`config.mk`:
```
export PLATFORM = sky130hd
export DESIGN_NAME = pwrseq_ctrl
export DESIGN_NICKNAME = d
export VERILOG_FILES = /design/src/rtl/pwrseq_pkg.sv /design/src/rtl/pwrseq_timer.sv /design/src/rtl/pwrseq_ctrl.sv
export SDC_FILE = /design/constraint.sdc
export NUM_CORES = 1
export LEC_CHECK = 0
export BUFFER_PORTS_ARGS = -buffer_cell sky130_fd_sc_hd__buf_2
export CAP_MARGIN = 10
export CELL_PAD_IN_SITES_DETAIL_PLACEMENT = 1
export CELL_PAD_IN_SITES_GLOBAL_PLACEMENT = 2
export CORE_ASPECT_RATIO = 1.1
export CORE_MARGIN = 3
export CORE_UTILIZATION = 30
export CTS_CLUSTER_SIZE = 8
export DETAILED_ROUTE_END_ITERATION = 8
export HOLD_SLACK_MARGIN = 0.12
export PLACE_DENSITY_LB_ADDON = 0.2
export SYNTH_ARGS = -nofsm -noshare
export SYNTH_HDL_FRONTEND = slang
export SYNTH_SLANG_ARGS = --single-unit
```
`constraint.sdc`:
```
create_clock -name clk -period 2.3 [get_ports clk]
set_input_delay 0.23 -clock clk [delete_from_list [all_inputs] [get_ports clk]]
set_output_delay 0.23 -clock clk [all_outputs]
set_load 0.05 [all_outputs]
```
`src/rtl/pwrseq_pkg.sv`:
```
package pwrseq_pkg;

    typedef enum logic [3:0] {
        ST_IDLE,
        ST_RESET,
        ST_PWR_WAIT,
        ST_CLK_WAIT,
        ST_SETTLE_A,
        ST_CLAMP_WAIT,
        ST_SETTLE_B,
        ST_UNDO_CLK,
        ST_UNDO_PWR
    } seq_state_e;

    typedef struct packed {
        logic part_rst;
        logic pwr_en;
        logic clk_en;
        logic clamp_rel;
    } part_ctl_t;

    localparam part_ctl_t CTL_GATED = '{part_rst: 1'b1, pwr_en: 1'b0,
                                        clk_en: 1'b0, clamp_rel: 1'b0};

    // Bits needed to hold n-1 (at least one bit).
    function automatic int cnt_width(input int n);
        return (n < 2) ? 1 : $clog2(n);
    endfunction

endpackage

```
`src/rtl/pwrseq_timer.sv`:
```
module pwrseq_timer
    import pwrseq_pkg::*;
#(
    parameter int LEN = 16
) (
    input  logic clk,
    input  logic rst,
    input  logic load_i,
    output logic expired_o
);
    localparam int W = cnt_width(LEN);
    localparam logic [W-1:0] START = W'(LEN - 1);

    logic [W-1:0] cnt_q;
    logic         run_q;

    always_ff @(posedge clk) begin
        if (rst) begin
            cnt_q <= '0;
            run_q <= 1'b0;
        end else if (load_i) begin
            cnt_q <= START;
            run_q <= 1'b1;
        end else if (run_q) begin
            if (cnt_q == '0) run_q <= 1'b0;
            else             cnt_q <= cnt_q - W'(1);
        end
    end

    // Expired in the LEN-th cycle after the loading edge.
    assign expired_o = run_q && (cnt_q == '0);

    // a load always restarts the full interval
    a_r4_load_restarts: assert property (@(posedge clk) disable iff (rst)
        load_i |=> (run_q && cnt_q == START));

    // an interval expires once unless reloaded
    a_r6_expire_once: assert property (@(posedge clk) disable iff (rst)
        (expired_o && !load_i) |=> !expired_o);

endmodule

```
`src/rtl/pwrseq_ctrl.sv`:
```
module pwrseq_ctrl
    import pwrseq_pkg::*;
#(
    parameter int CLK_MHZ     = 200,
    parameter int SETTLE_US   = 10,
    parameter int ACK_TIMEOUT = 1024
) (
    input  logic clk,
    input  logic rst,
    input  logic req_i,
    input  logic pwr_ack_i,
    input  logic clk_ack_i,
    input  logic clamp_ack_i,
    output logic part_rst_o,
    output logic pwr_en_o,
    output logic clk_en_o,
    output logic clamp_rel_o,
    output logic busy_o,
    output logic done_o,
    output logic err_o
);
    localparam int DELAY_CYC = CLK_MHZ * SETTLE_US;

    seq_state_e state_q, state_d;
    part_ctl_t  ctl_q, ctl_d;
    logic       done_q, done_d, err_q, err_d;
    logic       settle_go, settle_exp;
    logic       guard_go, guard_exp;

    // Settle interval between clock-on and clamp release, and between
    // clamp release and reset release.
    pwrseq_timer #(.LEN(DELAY_CYC)) u_settle (
        .clk       (clk),
        .rst       (rst),
        .load_i    (settle_go),
        .expired_o (settle_exp)
    );

    // Bound on each acknowledge wait.
    pwrseq_timer #(.LEN(ACK_TIMEOUT)) u_guard (
        .clk       (clk),
        .rst       (rst),
        .load_i    (guard_go),
        .expired_o (guard_exp)
    );

    always_comb begin
        state_d   = state_q;
        ctl_d     = ctl_q;
        done_d    = 1'b0;
        err_d     = 1'b0;
        settle_go = 1'b0;
        guard_go  = 1'b0;
        case (state_q)
            ST_IDLE: begin
                if (req_i) begin
                    ctl_d.part_rst  = 1'b1;
                    ctl_d.clk_en    = 1'b0;
                    ctl_d.clamp_rel = 1'b0;
                    state_d         = ST_RESET;
                end
            end
            ST_RESET: begin
                ctl_d.pwr_en = 1'b1;
                guard_go     = 1'b1;
                state_d      = ST_PWR_WAIT;
            end
            ST_PWR_WAIT: begin
                if (pwr_ack_i) begin
                    ctl_d.clk_en = 1'b1;
                    guard_go     = 1'b1;
                    state_d      = ST_CLK_WAIT;
                end else if (guard_exp) begin
                    ctl_d.pwr_en = 1'b0;
                    err_d        = 1'b1;
                    state_d      = ST_IDLE;
                end
            end
            ST_CLK_WAIT: begin
                if (clk_ack_i) begin
                    settle_go = 1'b1;
                    state_d   = ST_SETTLE_A;
                end else if (guard_exp) begin
                    ctl_d.clk_en = 1'b0;
                    state_d      = ST_UNDO_PWR;
                end
            end
            ST_SETTLE_A: begin
                if (settle_exp) begin
                    ctl_d.clamp_rel = 1'b1;
                    guard_go        = 1'b1;
                    state_d         = ST_CLAMP_WAIT;
                end
            end
            ST_CLAMP_WAIT: begin
                if (clamp_ack_i) begin
                    settle_go = 1'b1;
                    state_d   = ST_SETTLE_B;
                end else if (guard_exp) begin
                    ctl_d.clamp_rel = 1'b0;
                    state_d         = ST_UNDO_CLK;
                end
            end
            ST_SETTLE_B: begin
                if (settle_exp) begin
                    ctl_d.part_rst = 1'b0;
                    done_d         = 1'b1;
                    state_d        = ST_IDLE;
                end
            end
            ST_UNDO_CLK: begin
                ctl_d.clk_en = 1'b0;
                state_d      = ST_UNDO_PWR;
            end
            ST_UNDO_PWR: begin
                ctl_d.pwr_en = 1'b0;
                err_d        = 1'b1;
                state_d      = ST_IDLE;
            end
            default: state_d = ST_IDLE;
        endcase
    end

    always_ff @(posedge clk) begin
        if (rst) begin
            state_q <= ST_IDLE;
            ctl_q   <= CTL_GATED;
            done_q  <= 1'b0;
            err_q   <= 1'b0;
        end else begin
            state_q <= state_d;
            ctl_q   <= ctl_d;
            done_q  <= done_d;
            err_q   <= err_d;
        end
    end

    assign part_rst_o  = ctl_q.part_rst;
    assign pwr_en_o    = ctl_q.pwr_en;
    assign clk_en_o    = ctl_q.clk_en;
    assign clamp_rel_o = ctl_q.clamp_rel;
    assign busy_o      = (state_q != ST_IDLE);
    assign done_o      = done_q;
    assign err_o       = err_q;

    // outcome pulses are exclusive and last one cycle
    a_r10_outcome_excl: assert property (@(posedge clk) disable iff (rst)
        !(done_o && err_o));
    a_r10_done_pulse: assert property (@(posedge clk) disable iff (rst)
        done_o |=> !done_o);
    a_r10_err_pulse: assert property (@(posedge clk) disable iff (rst)
        err_o |=> !err_o);

    // a sequence starts with reset held, clock off, clamps engaged
    a_r2_start_state: assert property (@(posedge clk) disable iff (rst)
        $rose(busy_o) |-> (part_rst_o && !clk_en_o && !clamp_rel_o));

    // the clock is enabled only after a power acknowledge
    a_r3_clk_after_pwr: assert property (@(posedge clk) disable iff (rst)
        $rose(clk_en_o) |-> (pwr_en_o && $past(pwr_ack_i)));

    // clamps are released only with power and clock on
    a_r4_clamp_needs_clk: assert property (@(posedge clk) disable iff (rst)
        clamp_rel_o |-> (clk_en_o && pwr_en_o));

    // success leaves the partition fully up
    a_r5_done_up: assert property (@(posedge clk) disable iff (rst)
        done_o |-> (!part_rst_o && pwr_en_o && clk_en_o && clamp_rel_o));

    // power is dropped last, with the error pulse, reset still held
    a_r8_unwind_last: assert property (@(posedge clk) disable iff (rst)
        $fell(pwr_en_o) |-> (!clk_en_o && !clamp_rel_o && err_o && part_rst_o));

    // once busy, the block stays busy until it reports an outcome
    a_r9_busy_hold: assert property (@(posedge clk) disable iff (rst)
        busy_o |=> (busy_o || done_o || err_o));

endmodule

```
* Yosys cells after proc, flatten, opt, wreduce, memory -nomap -nowiden
Cells that the tools add are included.
Storage, ports and cells: logic and storage cells 105, register bits 33, output and inout port bits 7, input bits 6, memory bits (read-only) 0, memories 0, bits in latches 0, RAM bits 0
Cells by class: multiplexer cells 44, reductions and logical operators 22, div/mod/pow operators 0, add/subtract/negate cells 2, bitwise logic cells 2, shift-type cells 0, equality and inequality tests 23, magnitude comparators 0, multiply operators 0
Operators with widths (number):
- 2-to-1 mux 4 bit | 9
- 2-to-1 mux 11 bit | 3
- one-hot mux 4 bit (8 select lines) | 1
- 2-to-1 mux 10 bit | 3
- != test 2 bit, second input constant | 12
- 2-to-1 mux 1 bit | 20
- equality test 4 x 3 -> 1 bit, second input constant | 4
- zero test 11 bit | 1
- subtractor 11 x 1 -> 11 bit, second input constant | 1
- zero test 10 bit | 1
- AND reduction 5 bit | 2
- subtractor 10 x 1 -> 10 bit, second input constant | 1
- != test 3 bit, second input constant | 3
- one-hot mux 1 bit (3 select lines) | 3
- equality test 4 x 2 -> 1 bit, second input constant | 2
- nonzero test 4 bit | 2
- one-hot mux 1 bit (2 select lines) | 3
- AND reduction 2 bit | 3
- AND reduction 3 bit | 2
- AND reduction 6 bit | 1
- nonzero test 2 bit | 3
- nonzero test 3 bit | 2
- equality test 4 x 1 -> 1 bit, second input constant | 1
- equality test 4 bit, second input constant | 1
- other kinds (6) | 9

* Logic depth before layout (Yosys ltp)
depth after elaboration 6, gate-level depth with buffers 7, depth with buffers taken out 7

* Modules after synthesis
From an unflattened synthesis, not the netlist that was laid out.
Unflattened totals: cells, all modules 213, area, all modules 1854.3 um2
By module, submodules not included:
- pwrseq_ctrl | instances 1, area each 719.4 um2, cells an instance 88, sequential area each 200.2 um2
- pwrseq_timer (u_settle) | instances 1, area each 608.1 um2, cells an instance 66, sequential area each 240.2 um2
- pwrseq_timer (u_guard) | instances 1, area each 526.8 um2, cells an instance 59, sequential area each 220.2 um2

* Worst setup path before layout
Ideal clock, no wire load.
path kind register to register, start point register u_settle.cnt_q[0], end point register state_q[2], library setup time 0.121 ns, arrival 2.169 ns, required time 2.179 ns, clock period less this slack 2.289 ns, path slack 0.011 ns, cell stages (with the launch flop) 8, buffers on the path 0, cell sequence dfxtp_1 > inv_1 > ha_1 > or4b_2 > nor4_1 > and2_1 > o221ai_2 > mux2_2
On the way: longest elaborated chain between the ends 4, elaborated cells on any way between the ends 5, those cells by class eq/ne (2); reduce/logical (3)
RTL lines:
- from (decl) | RTL line pwrseq_timer.sv:14 | logic [W-1:0] cnt_q;
- from (signal assigned) | RTL line pwrseq_timer.sv:26 | else cnt_q <= cnt_q - W'(1);
- zero test 11 bit (*) | RTL line pwrseq_timer.sv:31 | assign expired_o = run_q && (cnt_q == '0);
- logical AND 1 bit (*) | RTL line pwrseq_timer.sv:31
- != test 2 bit (no line)
- AND reduction 6 bit (no line) (*)
- to (signal assigned) | RTL line pwrseq_ctrl.sv:131 | state_q <= state_d;
- to (decl) | RTL line pwrseq_ctrl.sv:24 | seq_state_e state_q, state_d;
Every way passes the cells marked *; elsewhere a longest branch is shown, timed or not. A chain may end at the register's enable or synchronous reset.

* Worst setup path after layout
start point register u_guard.cnt_q[0], end point register ctl_q (netlist bit clamp_rel_o)
On the way: longest elaborated chain between the ends 4
RTL lines:
- from (decl) | RTL line pwrseq_timer.sv:14
- from (signal assigned) | RTL line pwrseq_timer.sv:26
- zero test 10 bit | RTL line pwrseq_timer.sv:31
- logical AND 1 bit | RTL line pwrseq_timer.sv:31
- != test 2 bit (no line)
- AND reduction 5 bit (no line)
- to (signal assigned) | RTL line pwrseq_ctrl.sv:132 | ctl_q <= ctl_d;
- to (decl) | RTL line pwrseq_ctrl.sv:25 | part_ctl_t ctl_q, ctl_d;
No other way between the ends.

==> impl_results.md <==
- Outcome: finished with violations
- Failing checks: setup timing
- Grt peak-use layer: met2
- Met1 Resource Use GR: 0.1864
- Clock latency on the worst-skew pair: 0.29 ns
- Net Sw Frac: 0.3902
- Drt drc: 0
- Gate Count Post-Synth: 208
- Cells after DPL: about 300
- Post-synthesis mux area share: 0.03526
- Vias in the first global route: 1684
- Final Non-Filler Cells: about 310
- Cell-internal power: 1.659 mW
- Vias per cell: slightly above 5
- Max-slew headroom: 0.5537
- Most common cell after layout, fill and taps aside: dfxtp_1
- Layout cells sized above 1: 0.2815
- Netlist cell types: between 40 and 50
- Area fraction in compound gates after synthesis: 0.1946
- Worst-margin pin slew: around 0.67 ns
- Post-synthesis sequential area ratio: 0.3724
- Final count of hold timing violations: 0
- Period minus WS final: ~2.3 ns
- Synth Area in Adders: 0.02116
- GRT overflow: 0
- CTS tree: done
- Synth Area in Simple Gates: 0.2680
- Pins Over Slew Limit: 0
- Area of placed instances: 2041 µm²
- Most frequent cells in the layout: dfxtp_1, a21oi_1, buf_4
- CP required: ~2.4 ns
- Post-DP HPWL: 3523 µm
- CTS sink cnt: 33
- Ratio of final minimum period to clock period: 1.019
- Overall Power: ~2.7 mW
- Setup crit end kind: flip-flop
- CP Data Arrival Time: 2.48 ns
- P per Cell Area: about 1200 nW/µm²
- Max rail drop VDD: around 0.00044 V
- First-pass GRT wire length: 8231 µm
- M2 GR Usage: 0.2626
- H-tree depth: 2
- Initial Utilization: 0.3205
- Xor and xnor area share after synthesis: 0.06417
- Max cap viols: 0
- Critical path type: reg2reg
- Worst reg2reg path depth: 7
- DR WL/cell: approximately 15 µm
- Starting DRT DRC Count: 98
- Root Driver: clkbuf_8
- Worst Hold Class: in2reg
- Gate power share: 0.467
- Die ar.: 6874 µm²
- Syn_area_per_cell: between 8 and 9 µm²
- Synth Register Bits: 33
- Die width: slightly below 80 µm
- GP Congestion: 0.8205
- Final #Nets: between 200 and 250
- Clk buf depth: 2
- Setup WS post-layout: -0.04453 ns
- GR Layer Usage met3: 0.04262
- Total GRT Usage: 0.1534
- Main combinational cell family by area after synthesis: simple AND/OR/NAND/NOR gates
- Clk_skew: ~0.0077 ns
- Post-DRT Antenna Nets: 0
- Synth warnings: 0
- Leak: 0.8542 nW
- Critical Path Start Type: flip-flop
- # setup viols final: 4
- Fin area: ~2200 µm²
- Switching power: between 1 and 1.5 mW
- Worst Hold Depth: 4
- Vias post-DR: 1612
- IO buf count: 12
- RSZ-0062 raised after global routing: yes
- Initial DRT Pass Iterations: 4
- Total CTS buffers: 5
- WL final: about 4700 µm
- Clock-pin slew on the worst setup and hold paths: 0.07 ns
- Syn nets: around 220
- Vert. Die Dim: 86.66 µm
- Maximum clock frequency: between 400 and 500 MHz
- # IOs: 13
- Flop pwr share: 0.323
- CP Max Fanout: 3
- Layout area overhead: 25.39%
- Rows: 28
- Ant diodes: 0
- Hold_buf cts: 0
- Initial antenna violation count: 0
- Clock network power share: 0.211
- Largest net degree at the start of global routing: 34
- CORE AREA: between 5000 and 6000 µm²
- Syn Std Cell Area: approximately 1800 µm²
==> routing by layer <==
layer | share of wire | up-vias | wire, µm
met5 | 0 | - | 0
met1 | 0.46 | 788 | 2171
met4 | 0.0051 | 0 | 24
li1 | - | 806 | -
met2 | 0.51 | 16 | 2414
met3 | 0.026 | 2 | 122
==> through the flow <==
step           setup slack [ns]  hold WS [ns]   TNS, ns  utilization
4_1_cts                -0.03570        0.3822  -0.07645       0.3917
2_1_floorplan           0.01076        0.4009         0            -
6_report               -0.04453        0.4109  -0.05521       0.4019
5_1_grt                 -0.1248        0.4564   -0.4583       0.4019
3_5_place_dp           -0.07254        0.4744   -0.2189       0.3687
3_3_place_gp           -0.01050        0.4662  -0.01050       0.3687
==> kinds of logic after synthesis <==
| logic type | Yosys count |
|---|---|
| adders and majority gates | 3 |
| muxes | 6 |
| DFF | 33 |
| xor gates and xnor gates | 13 |
| buffers and inverters | 21 |
| and+or+nand+nor | 83 |
| AOI/OAI and AO/OA | 49 |
==> synthesized netlist by cell type (all sizes together) <==
master	count	share of area
a2111oi	2	0.024
a211oi	2	0.0085
a21oi	26	0.073
a22o	1	0.0049
a31oi	8	0.028
a41oi	1	0.0049
and2	1	0.0035
clkbuf	12	0.025
dfxtp	33	0.37
ha	3	0.021
inv	9	0.019
mux2	2	0.013
mux2i	4	0.023
nand2	8	0.017
nand2b	10	0.035
nand3	4	0.011
nand3b	1	0.0042
nor2	18	0.038
nor2b	3	0.011
nor3	7	0.020
nor3b	1	0.0042
nor4	11	0.039
nor4b	1	0.0049
o21ai	3	0.0085
o221ai	1	0.0085
o311ai	1	0.0049
o31ai	2	0.0085
o41ai	2	0.020
or2	4	0.014
or3	7	0.026
or3b	2	0.0099
or4	2	0.011
or4b	2	0.013
or4bb	1	0.0063
xnor2	12	0.059
xor2	1	0.0049
==> worst max-delay path, stage by stage (launching register included) <==
cell and delay, ns:
dfxtp_2 0.33, inv_2 0.05, ha_1 0.14, or4b_4 0.46, or4_4 0.57, a2111oi_4 0.41
buf_4 0.17, a211oi_2 0.06
==> registers in the layout (all words and copies together), names as in the netlist <==
signal          cells
part_rst_o          1
clamp_rel_o         1
u_settle.cnt_q     11
pwr_en_o            1
u_settle.run_q      1
state_q             4
u_guard.run_q       1
done_o              1
clk_en_o            1
u_guard.cnt_q      10
err_o               1
==> timing repair <==
item,4_1_cts,5_1_grt
resized for setup,2,10
setup buffers,0,1
endpoints found under the setup margin,6,20
pin swaps,1,4
==> final cells by class <==
type	count	area, µm²
fillers	695	3311
well taps	75	93.84
clock buffers	7	86.33
repair buffers	34	225.2
flip-flops and latches	33	661.9
clock inverters	1	30.03
inverters	9	33.78
multi-input cells	154	1094
==> path summary, 6_finish.rpt <==
kind                                                      start                              end  slack [ns]
worst max-delay path              u_guard.cnt_q[0]$_SDFFE_PP0P_         clamp_rel_o$_SDFFE_PP0P_       -0.04
worst min-delay path                                      req_i          part_rst_o$_SDFFE_PP1P_        0.41
worst max register to register    u_guard.cnt_q[0]$_SDFFE_PP0P_         clamp_rel_o$_SDFFE_PP0P_       -0.04
worst min register to register  u_settle.cnt_q[10]$_SDFFE_PP0P_  u_settle.cnt_q[10]$_SDFFE_PP0P_        0.49
==> power groups by stage <==
stage | clock network [mW] | registers [mW] | logic [mW]
after floorplan | 0 | 0.849 | 0.800
after global placement | 0 | 0.867 | 1.17
after detailed placement | 0 | 0.880 | 1.20
after CTS | 0.597 | 0.867 | 1.22
after global routing | 0.623 | 0.899 | 1.41
final | 0.573 | 0.878 | 1.27
Power figures use the tool's default switching activity.
